File: config.mk
export PLATFORM = sky130hd
export DESIGN_NAME = sd_blk_top
export DESIGN_NICKNAME = d
export VERILOG_FILES = /design/src/rtl/sd_blk_pkg.sv /design/src/rtl/sd_blk_regs.sv /design/src/rtl/sd_blk_seq.sv /design/src/rtl/sd_blk_top.sv
export SDC_FILE = /design/constraint.sdc
export NUM_CORES = 1
export LEC_CHECK = 0
export BUFFER_PORTS_ARGS = -buffer_cell sky130_fd_sc_hd__buf_2
export CORE_UTILIZATION = 38
export DETAILED_ROUTE_END_ITERATION = 12
export PLACE_DENSITY = 0.6
export SKIP_CTS_REPAIR_TIMING = 1
export SYNTH_ARGS = -nofsm -noshare
export SYNTH_HDL_FRONTEND = slang
export SYNTH_SLANG_ARGS = --single-unit
export TNS_END_PERCENT = 30
File: constraint.sdc
create_clock -name clk_i -period 3.4 [get_ports clk_i]
set_input_delay 0.68 -clock clk_i [delete_from_list [all_inputs] [get_ports clk_i]]
set_output_delay 0.68 -clock clk_i [all_outputs]
set_load 0.01 [all_outputs]
File: src/rtl/sd_blk_pkg.sv
package sd_blk_pkg;
  localparam int SEL_W = 3;
  typedef enum logic [SEL_W-1:0] {
    SEL_DCTL  = 3'd0,
    SEL_WCTL  = 3'd1,
    SEL_STOP  = 3'd2,
    SEL_LEN16 = 3'd3,
    SEL_LEN32 = 3'd4,
    SEL_CNT16 = 3'd5,
    SEL_CNT32 = 3'd6
  } reg_sel_e;
  localparam int MODE_BIT = 1;
  localparam int STOP_BIT = 8;
  localparam logic [15:0] DCTL_FIXED = 16'h1010;
endpackage

File: src/rtl/sd_blk_regs.sv
module sd_blk_regs
  import sd_blk_pkg::*;
#(
  parameter int DW        = 16,
  parameter int LEN_W     = 10,
  parameter int CNT_W     = 16,
  parameter int LEN16_MAX = 512
) (
  input  logic             clk_i,
  input  logic             rst_ni,
  input  logic             wr_en_i,
  input  logic [SEL_W-1:0] wr_sel_i,
  input  logic [DW-1:0]    wr_data_i,
  input  logic             dec32_i,
  output logic [DW-1:0]    dctl_o,
  output logic [DW-1:0]    len16_o,
  output logic [DW-1:0]    len32_o,
  output logic [CNT_W-1:0] cnt16_o,
  output logic [CNT_W-1:0] cnt32_o,
  output logic             wide_o,
  output logic             stop_en_o
);
  localparam logic [LEN_W-1:0] LEN16_CLIP = LEN_W'(LEN16_MAX);

  reg_sel_e         sel;
  logic             dmode_q, wmode_q, stop_q;
  logic [LEN_W-1:0] len16_q, len32_q, wr_len, wr_len16;
  logic [CNT_W-1:0] cnt16_q, cnt32_q;

  assign sel      = reg_sel_e'(wr_sel_i);
  assign wr_len   = wr_data_i[LEN_W-1:0];
  assign wr_len16 = (wr_len > LEN16_CLIP) ? LEN16_CLIP : wr_len;

  always_ff @(posedge clk_i or negedge rst_ni) begin
    if (!rst_ni) begin
      dmode_q <= 1'b0;
      wmode_q <= 1'b0;
      stop_q  <= 1'b0;
      len16_q <= '0;
      len32_q <= '0;
      cnt16_q <= '0;
      cnt32_q <= '0;
    end else begin
      if (wr_en_i) begin
        unique case (sel)
          SEL_DCTL:  dmode_q <= wr_data_i[MODE_BIT];
          SEL_WCTL:  wmode_q <= wr_data_i[MODE_BIT];
          SEL_STOP:  stop_q  <= wr_data_i[STOP_BIT];
          SEL_LEN16: len16_q <= wr_len16;
          SEL_LEN32: len32_q <= wr_len;
          SEL_CNT16: cnt16_q <= wr_data_i[CNT_W-1:0];
          SEL_CNT32: cnt32_q <= wr_data_i[CNT_W-1:0];
          default: ;
        endcase
      end
      // software write wins over block decrement
      if (dec32_i && !(wr_en_i && sel == SEL_CNT32)) cnt32_q <= cnt32_q - 1'b1;
    end
  end

  always_comb begin
    dctl_o           = DCTL_FIXED;
    dctl_o[MODE_BIT] = dmode_q;
  end
  assign len16_o   = DW'(len16_q);
  assign len32_o   = DW'(len32_q);
  assign cnt16_o   = cnt16_q;
  assign cnt32_o   = cnt32_q;
  assign wide_o    = dmode_q & wmode_q;
  assign stop_en_o = stop_q;
endmodule

File: src/rtl/sd_blk_seq.sv
module sd_blk_seq #(
  parameter int CNT_W = 16
) (
  input  logic             clk_i,
  input  logic             rst_ni,
  input  logic             start_i,
  input  logic             blk_done_i,
  input  logic             wide_i,
  input  logic             stop_en_i,
  input  logic [CNT_W-1:0] cnt16_i,
  input  logic [CNT_W-1:0] cnt32_i,
  output logic             dec32_o,
  output logic             active_o,
  output logic             blk_pulse_o,
  output logic             xfer_done_o,
  output logic             stop_req_o
);
  localparam logic [CNT_W-1:0] ONE = CNT_W'(1);

  logic             act_q, wide_q, accept, last, finish;
  logic [CNT_W-1:0] hid_q;

  assign accept  = blk_done_i & act_q & ~start_i;
  assign last    = wide_q ? (cnt32_i <= ONE) : (hid_q <= ONE);
  assign finish  = accept & last & stop_en_i;
  assign dec32_o = accept & wide_q & ~last;

  always_ff @(posedge clk_i or negedge rst_ni) begin
    if (!rst_ni) begin
      act_q       <= 1'b0;
      wide_q      <= 1'b0;
      hid_q       <= '0;
      blk_pulse_o <= 1'b0;
      xfer_done_o <= 1'b0;
      stop_req_o  <= 1'b0;
    end else begin
      blk_pulse_o <= accept;
      xfer_done_o <= finish;
      stop_req_o  <= finish;
      if (start_i) begin
        act_q  <= 1'b1;
        wide_q <= wide_i;
        hid_q  <= cnt16_i;
      end else if (accept) begin
        if (!wide_q && !last) hid_q <= hid_q - 1'b1;
        if (finish) act_q <= 1'b0;
      end
    end
  end

  assign active_o = act_q;
endmodule

File: src/rtl/sd_blk_top.sv
module sd_blk_top
  import sd_blk_pkg::*;
#(
  parameter int DW        = 16,
  parameter int LEN_W     = 10,
  parameter int CNT_W     = 16,
  parameter int LEN16_MAX = 512
) (
  input  logic             clk_i,
  input  logic             rst_ni,
  input  logic             wr_en_i,
  input  logic [2:0]       wr_sel_i,
  input  logic [DW-1:0]    wr_data_i,
  input  logic             start_i,
  input  logic             blk_done_i,
  output logic [DW-1:0]    dctl_o,
  output logic [DW-1:0]    len16_o,
  output logic [DW-1:0]    len32_o,
  output logic [CNT_W-1:0] cnt16_o,
  output logic [CNT_W-1:0] cnt32_o,
  output logic             wide_o,
  output logic [DW-1:0]    blk_len_o,
  output logic             active_o,
  output logic             blk_pulse_o,
  output logic             xfer_done_o,
  output logic             stop_req_o
);
  logic dec32, stop_en;

  sd_blk_regs #(
    .DW(DW), .LEN_W(LEN_W), .CNT_W(CNT_W), .LEN16_MAX(LEN16_MAX)
  ) u_regs (
    .clk_i     (clk_i),
    .rst_ni    (rst_ni),
    .wr_en_i   (wr_en_i),
    .wr_sel_i  (wr_sel_i),
    .wr_data_i (wr_data_i),
    .dec32_i   (dec32),
    .dctl_o    (dctl_o),
    .len16_o   (len16_o),
    .len32_o   (len32_o),
    .cnt16_o   (cnt16_o),
    .cnt32_o   (cnt32_o),
    .wide_o    (wide_o),
    .stop_en_o (stop_en)
  );

  sd_blk_seq #(.CNT_W(CNT_W)) u_seq (
    .clk_i       (clk_i),
    .rst_ni      (rst_ni),
    .start_i     (start_i),
    .blk_done_i  (blk_done_i),
    .wide_i      (wide_o),
    .stop_en_i   (stop_en),
    .cnt16_i     (cnt16_o),
    .cnt32_i     (cnt32_o),
    .dec32_o     (dec32),
    .active_o    (active_o),
    .blk_pulse_o (blk_pulse_o),
    .xfer_done_o (xfer_done_o),
    .stop_req_o  (stop_req_o)
  );

  assign blk_len_o = wide_o ? len32_o : len16_o;
endmodule

# ---- After elaboration in Yosys (flattened, before gate mapping)
# Cells that the tools add are included.
dict set report word_totals {
  ff_bits 75
  output_inout_bits 101
  wordCells 65
  input_bits 24
}
dict set report op_classes {
  order_cmp 3
  reduce_logical 21
  eq_ne 6
  add_sub_neg 2
  n_mux 12
  n_bitwise 9
}
# op n
set ops {}
lappend ops {{16-bit 2-to-1 mux} 6}
lappend ops {{16-bit by 1-bit <= comparator with 1-bit output (second input constant)} 2}
lappend ops {{16-bit by 1-bit subtractor with 16-bit output (second input constant)} 2}
lappend ops {{10-bit 2-to-1 mux} 2}
lappend ops {{2-bit AND reduction} 9}
lappend ops {{10-bit > comparator (second input constant)} 1}
lappend ops {{2-bit nonzero test} 5}
lappend ops {{3-bit equality test (second input constant)} 3}
lappend ops {{1-bit AND} 7}
lappend ops {{3-bit by 2-bit equality test with 1-bit output (second input constant)} 2}
lappend ops {{1-bit 2-to-1 mux} 4}
lappend ops {{3-bit by 1-bit equality test with 1-bit output (second input constant)} 1}
lappend ops {{1-bit logical AND} 3}
lappend ops {{1-bit zero test} 3}
lappend ops {{3-bit zero test} 1}
lappend ops {{1-bit inverter} 2}

# ---- Depth between registers and ports, before layout
dict set report logic_depth {
  ltp_word 7
  mapped_depth 8
}

# ---- By module
# A second synthesis with hierarchy kept.
dict set report unflattened {
  cells_unflattened 378
  hier_area_um2 4083.9
}
# mod area_per_inst_um2 cells_per_inst seq_area_each_um2 instances
set by_module_without_submodules {}
lappend by_module_without_submodules {sd_blk_regs 2626.3 235 1376.3 1}
lappend by_module_without_submodules {sd_blk_seq 1208.7 125 500.5 1}
lappend by_module_without_submodules {sd_blk_top 249.0 18 0.0 1}

# ---- Worst setup path before layout
# Ideal clock, no wire load.
dict set report synth_path {
  path_type {input -> register}
  from {input start_i}
  to {register u_regs.cnt32_q[10] (netlist: u_regs.cnt32_o[10])}
  path_stages 7
  n_path_buf 2
  t_arrival_ps 2059
  path_slack_ps 1217
  path_cell_list {clkbuf_1 > and4b_1 > clkbuf_1 > nand3_1 > a21oi_1 > a21oi_1 > a211o_1}
}
dict set report synth_via {
  elab_chain_len 7
  word_cells_on_any_way 9
}
# element line
set synth_lines {}
lappend synth_lines {{from (decl)} sd_blk_top.sv:14} ;# input logic start_i,
lappend synth_lines {{1-bit inverter *} sd_blk_seq.sv:23} ;# assign accept = blk_done_i & act_q & ~start_i;
lappend synth_lines {{1-bit AND *} sd_blk_seq.sv:23}
lappend synth_lines {{1-bit AND * (2 in a row)} sd_blk_seq.sv:26} ;# assign dec32_o = accept & wide_q & ~last;
lappend synth_lines {{1-bit logical AND *} sd_blk_regs.sv:57} ;# if (dec32_i && !(wr_en_i && sel == SEL_CNT32)) cnt32_q <= cnt32_q - 1'b1;
lappend synth_lines {{2-bit nonzero test (no source line)} n/a}
lappend synth_lines {{2-bit AND reduction (no source line)} n/a}
lappend synth_lines {{to (signal assigned)} sd_blk_regs.sv:52} ;# SEL_CNT32: cnt32_q <= wr_data_i[CNT_W-1:0];
lappend synth_lines {{to (signal assigned)} sd_blk_regs.sv:57}
lappend synth_lines {{to (decl)} sd_blk_regs.sv:28} ;# logic [CNT_W-1:0] cnt16_q, cnt32_q;
# Mark *: on every way between the ends. The rest lies on a longest branch, timed or not.
# A chain may end at the register's enable or synchronous reset.

# ---- Final worst setup path
dict set report layout_path {
  from {register u_seq.hid_q[12]}
  to {register u_seq.hid_q[1]}
}
dict set report layout_via {
  elab_chain_len 6
}
# element line
set layout_lines {}
lappend layout_lines {{from (decl)} sd_blk_seq.sv:21} ;# logic [CNT_W-1:0] hid_q;
lappend layout_lines {{from (signal assigned)} sd_blk_seq.sv:43} ;# hid_q <= cnt16_i;
lappend layout_lines {{from (signal assigned)} sd_blk_seq.sv:45} ;# if (!wide_q && !last) hid_q <= hid_q - 1'b1;
lappend layout_lines {{16-bit by 1-bit <= comparator with 1-bit output} sd_blk_seq.sv:24} ;# assign last = wide_q ? (cnt32_i <= ONE) : (hid_q <= ONE);
lappend layout_lines {{1-bit 2-to-1 mux} sd_blk_seq.sv:24}
lappend layout_lines {{1-bit zero test} sd_blk_seq.sv:45}
lappend layout_lines {{1-bit logical AND} sd_blk_seq.sv:45}
lappend layout_lines {{2-bit nonzero test (no source line)} n/a}
lappend layout_lines {{2-bit AND reduction (no source line)} n/a}
# Every way passes these cells.

==> metrics.md <==
| Metric | Value |
|---|---|
| Final HPWL DP | `just under 7 mm` |
| Initial core utilization | `39.21%` |
| CTS Buf Count | `9` |
| Gr usage total | `between 15 and 20%` |
| Worst R2R Path Depth | `5` |
| Mapped Area | `0.004048 mm2` |
| Setup TNS | `0 ns` |
| Post-synthesis register bit count | `75` |
| Synth unique cells | `48` |
| FF-to-FF setup slack | `0.86 ns` |
| Number of H-tree levels | `3` |
| DP Cell Count | `604` |
| Status | `finished, final reports clean` |
| Primary FF master, synth | `dfrtp_1` |
| Maximum clock rate | `roughly 390 MHz` |
| Die area | `0.01107 mm2` |
| Core area | `just over 0.01 mm2` |
| Largest net degree at the start of global routing | `76` |
| Post-synth EDFFs | `0` |
| Max IR drop VDD | `0.0002731 V` |
| Total number of vias | `3080` |
| Iter 0 DRT Violations | `109` |
| DRT Wirelength | `between 9 and 10 mm` |
| Port bufs | `91` |
| CTS Root Cell | `clkbuf_8` |
| N_diodes | `0` |
| Die width | `105.2 um` |
| CTS sink cnt | `75` |
| Tot Pwr | `0.002909 W` |
| Vias/cell | `around 5` |
| GPL Wtd Cong | `0.8120` |
| Clock Path Buffers | `2` |
| Vias in the first global route | `~3000` |
| Setup slack after layout | `0.8605 ns` |
| DRT Pass-1 Iters | `4` |
| Number of max-cap violations | `0` |
| CTS tree | `yes` |
| Worst-path clk slew | `roughly 0.080 ns` |
| Worst path required time | `3.65 ns` |
| Chip height | `105.2 um` |
| Crit end category | `flop` |
| Post-synth ARST share | `100.0%` |
| RSZ-0062 raised after global routing | `no` |
| Final setup vio count | `0` |
| Sequential-to-total area share from yosys stat | `46.37%` |
| Grt total ovfl | `0` |
| Dpl ws | `0.8527 ns` |
| Crit path launch type | `flop` |
| Hold crit path type | `input port to asynchronous set/reset pin` |
| Worst reg2reg path startpoint | `u_seq.hid_q[12]` |
| Clock Latency Late Sink | `0.36 ns` |
| Measured slew at the worst slew-check pin | `0.8556 ns` |
| Post-route minimum period | `2.539 ns` |
| Syn. warnings | `0` |
| Std cell rows | `37` |
| Crit Path Class | `flop to flop` |
| Leak | `2.146 nW` |
| Commonest non-fill, non-tap cell in the layout | `buf_2` |
| Syn avg cell area | `10.35 um2` |
| Fin Hold WS | `0.3256 ns` |
| Final routed DRC violation total | `0` |
| Syn-to-layout area delta | `16.94%` |
| First-pass GRT wire length | `15.39 mm` |
| Filler cells | `between 1000 and 1500` |
| IO Count | `125` |
| WL per Instance | `15.07 um` |
| Reg2Reg Capture Point | `u_seq.hid_q[1]` |
| Worst slew margin | `a little over two fifths` |
| Fin crit share | `approximately three quarters` |
| Routed Antenna Nets | `0` |
| Slew Viols, Final | `0` |
| Cells after Synth | `391` |
| CP arrival | `2.79 ns` |
| Clock skew | `0.004266 ns` |
| Share of layout cells above drive strength 1 | `34.92%` |
| Power Dens Cells | `614.6 mW/mm2` |
| Crit-path max FO | `15` |
| Most frequent cells in the layout | `buf_2 (91), dfrtp_1 (75), mux2_2 (44)` |
| Nets@finish | `507` |
| Initial antenna violation count | `0` |
| Final non-filler cell total | `620` |
| Fin. Hold Viols | `0` |
-- worst max-delay path: stages (launching register included) --
cell      delay [ns]
dfrtp_1         0.42
or4_1           0.60
nor4b_4         0.76
a21boi_1        0.23
mux2i_1         0.16
mux2_2          0.26
-- per-stage QoR --
stage          instance area, um2  util [%]
2_1_floorplan                4164         -
5_1_grt                      4733     45.85
3_3_place_gp                 4531     43.89
4_1_cts                      4733     45.85
6_report                     4733     45.85
3_5_place_dp                 4531     43.89
-- routing by layer --
layer  vias up  part of all wire [%]  GRT usage, %
met3        15                   2.9         2.870
met2        65                    49         28.99
met4         0                   2.5         9.155
met5         -                     0             0
met1      1514                    45         23.40
li1       1486                     -             -
-- where the power goes --
group	leakage, nW	internal [W]	switching (W)
logic	1.14	0.000424	0.000468
registers	0.921	0.00110	0.000211
clock network	0.0905	0.000357	0.000353
total	2.15	0.00188	0.00103
-- cell families (layout without fill, tap and decap cells) --
| family | after synthesis | in the layout | share of synthesized area (%) |
|---|---|---|---|
| AO/OA/AOI/OAI | 67 | 67 | 9.985 |
| XOR/XNOR | 19 | 19 | 4.111 |
| adder cells (fa/ha/maj) | 4 | 4 | 1.237 |
| buffers and inverters | 57 | 119 | 8.593 |
| flip-flops | 75 | 75 | 46.37 |
| multiplexers | 46 | 46 | 12.74 |
| other | 2 | 33 | 0.1855 |
| AND/OR/NAND/NOR | 121 | 121 | 16.79 |
-- worst max path at each step --
stage / from / to / slack [ns] / cells past startpoint
floorplan: start_i / u_regs.cnt32_o[10] / 1.22 / 7
global placement: u_seq.hid_q[12] / u_seq.hid_q[1] / 0.93 / 5
detailed placement: u_seq.hid_q[12] / u_seq.hid_q[1] / 0.85 / 5
CTS: u_seq.hid_q[12] / u_seq.hid_q[1] / 0.83 / 5
global route: u_seq.hid_q[12] / u_seq.hid_q[1] / 0.73 / 5
finish: u_seq.hid_q[12] / u_seq.hid_q[1] / 0.86 / 5
-- registers in the layout (all words and copies together) (netlist names), 10 cells and up --
register,flops
u_seq.hid_q,16
u_regs.len32_q,10
u_regs.cnt16_o,16
u_regs.cnt32_o,16
u_regs.len16_q,10
-- cell usage after synthesis (all sizes together), types with 2 or more instances --
library cell  count  area share [%]
buf              37             6.7
or3               4            0.62
nor3b             4            0.74
mux2i             2            0.49
o31ai             4            0.74
a22o              3            0.65
inv               5            0.46
xnor2            19             4.1
ha                4             1.2
a2bb2oi           2            0.43
conb              2            0.19
dfrtp            75              46
nor3              6            0.87
nand3             9             1.1
a211oi            5            0.93
nand2b            6            0.93
nand3b            4            0.74
mux2             44              12
a31oi             5            0.77
nand4b            3            0.65
or4               4            0.83
nand4             3            0.46
nand2            41             3.8
clkbuf           15             1.4
nor4b             2            0.96
o21ai            30             3.7
a21oi            11             1.4
a21o              2            0.37
nor2             19             1.8
and2              2            0.31
nor4              8             1.9
-- layout make-up --
class,count,area [um2],area share [%]
inverters,5,18.77,0.3965
well taps,136,170.2,3.595
repair buffers,98,520.5,11.00
clock inverters,6,65.06,1.375
multi-input cells,290,1944,41.08
flip-flops and latches,75,1877,39.65
clock buffers,10,137.6,2.908
No activity file was read; power rests on OpenSTA's default activity.
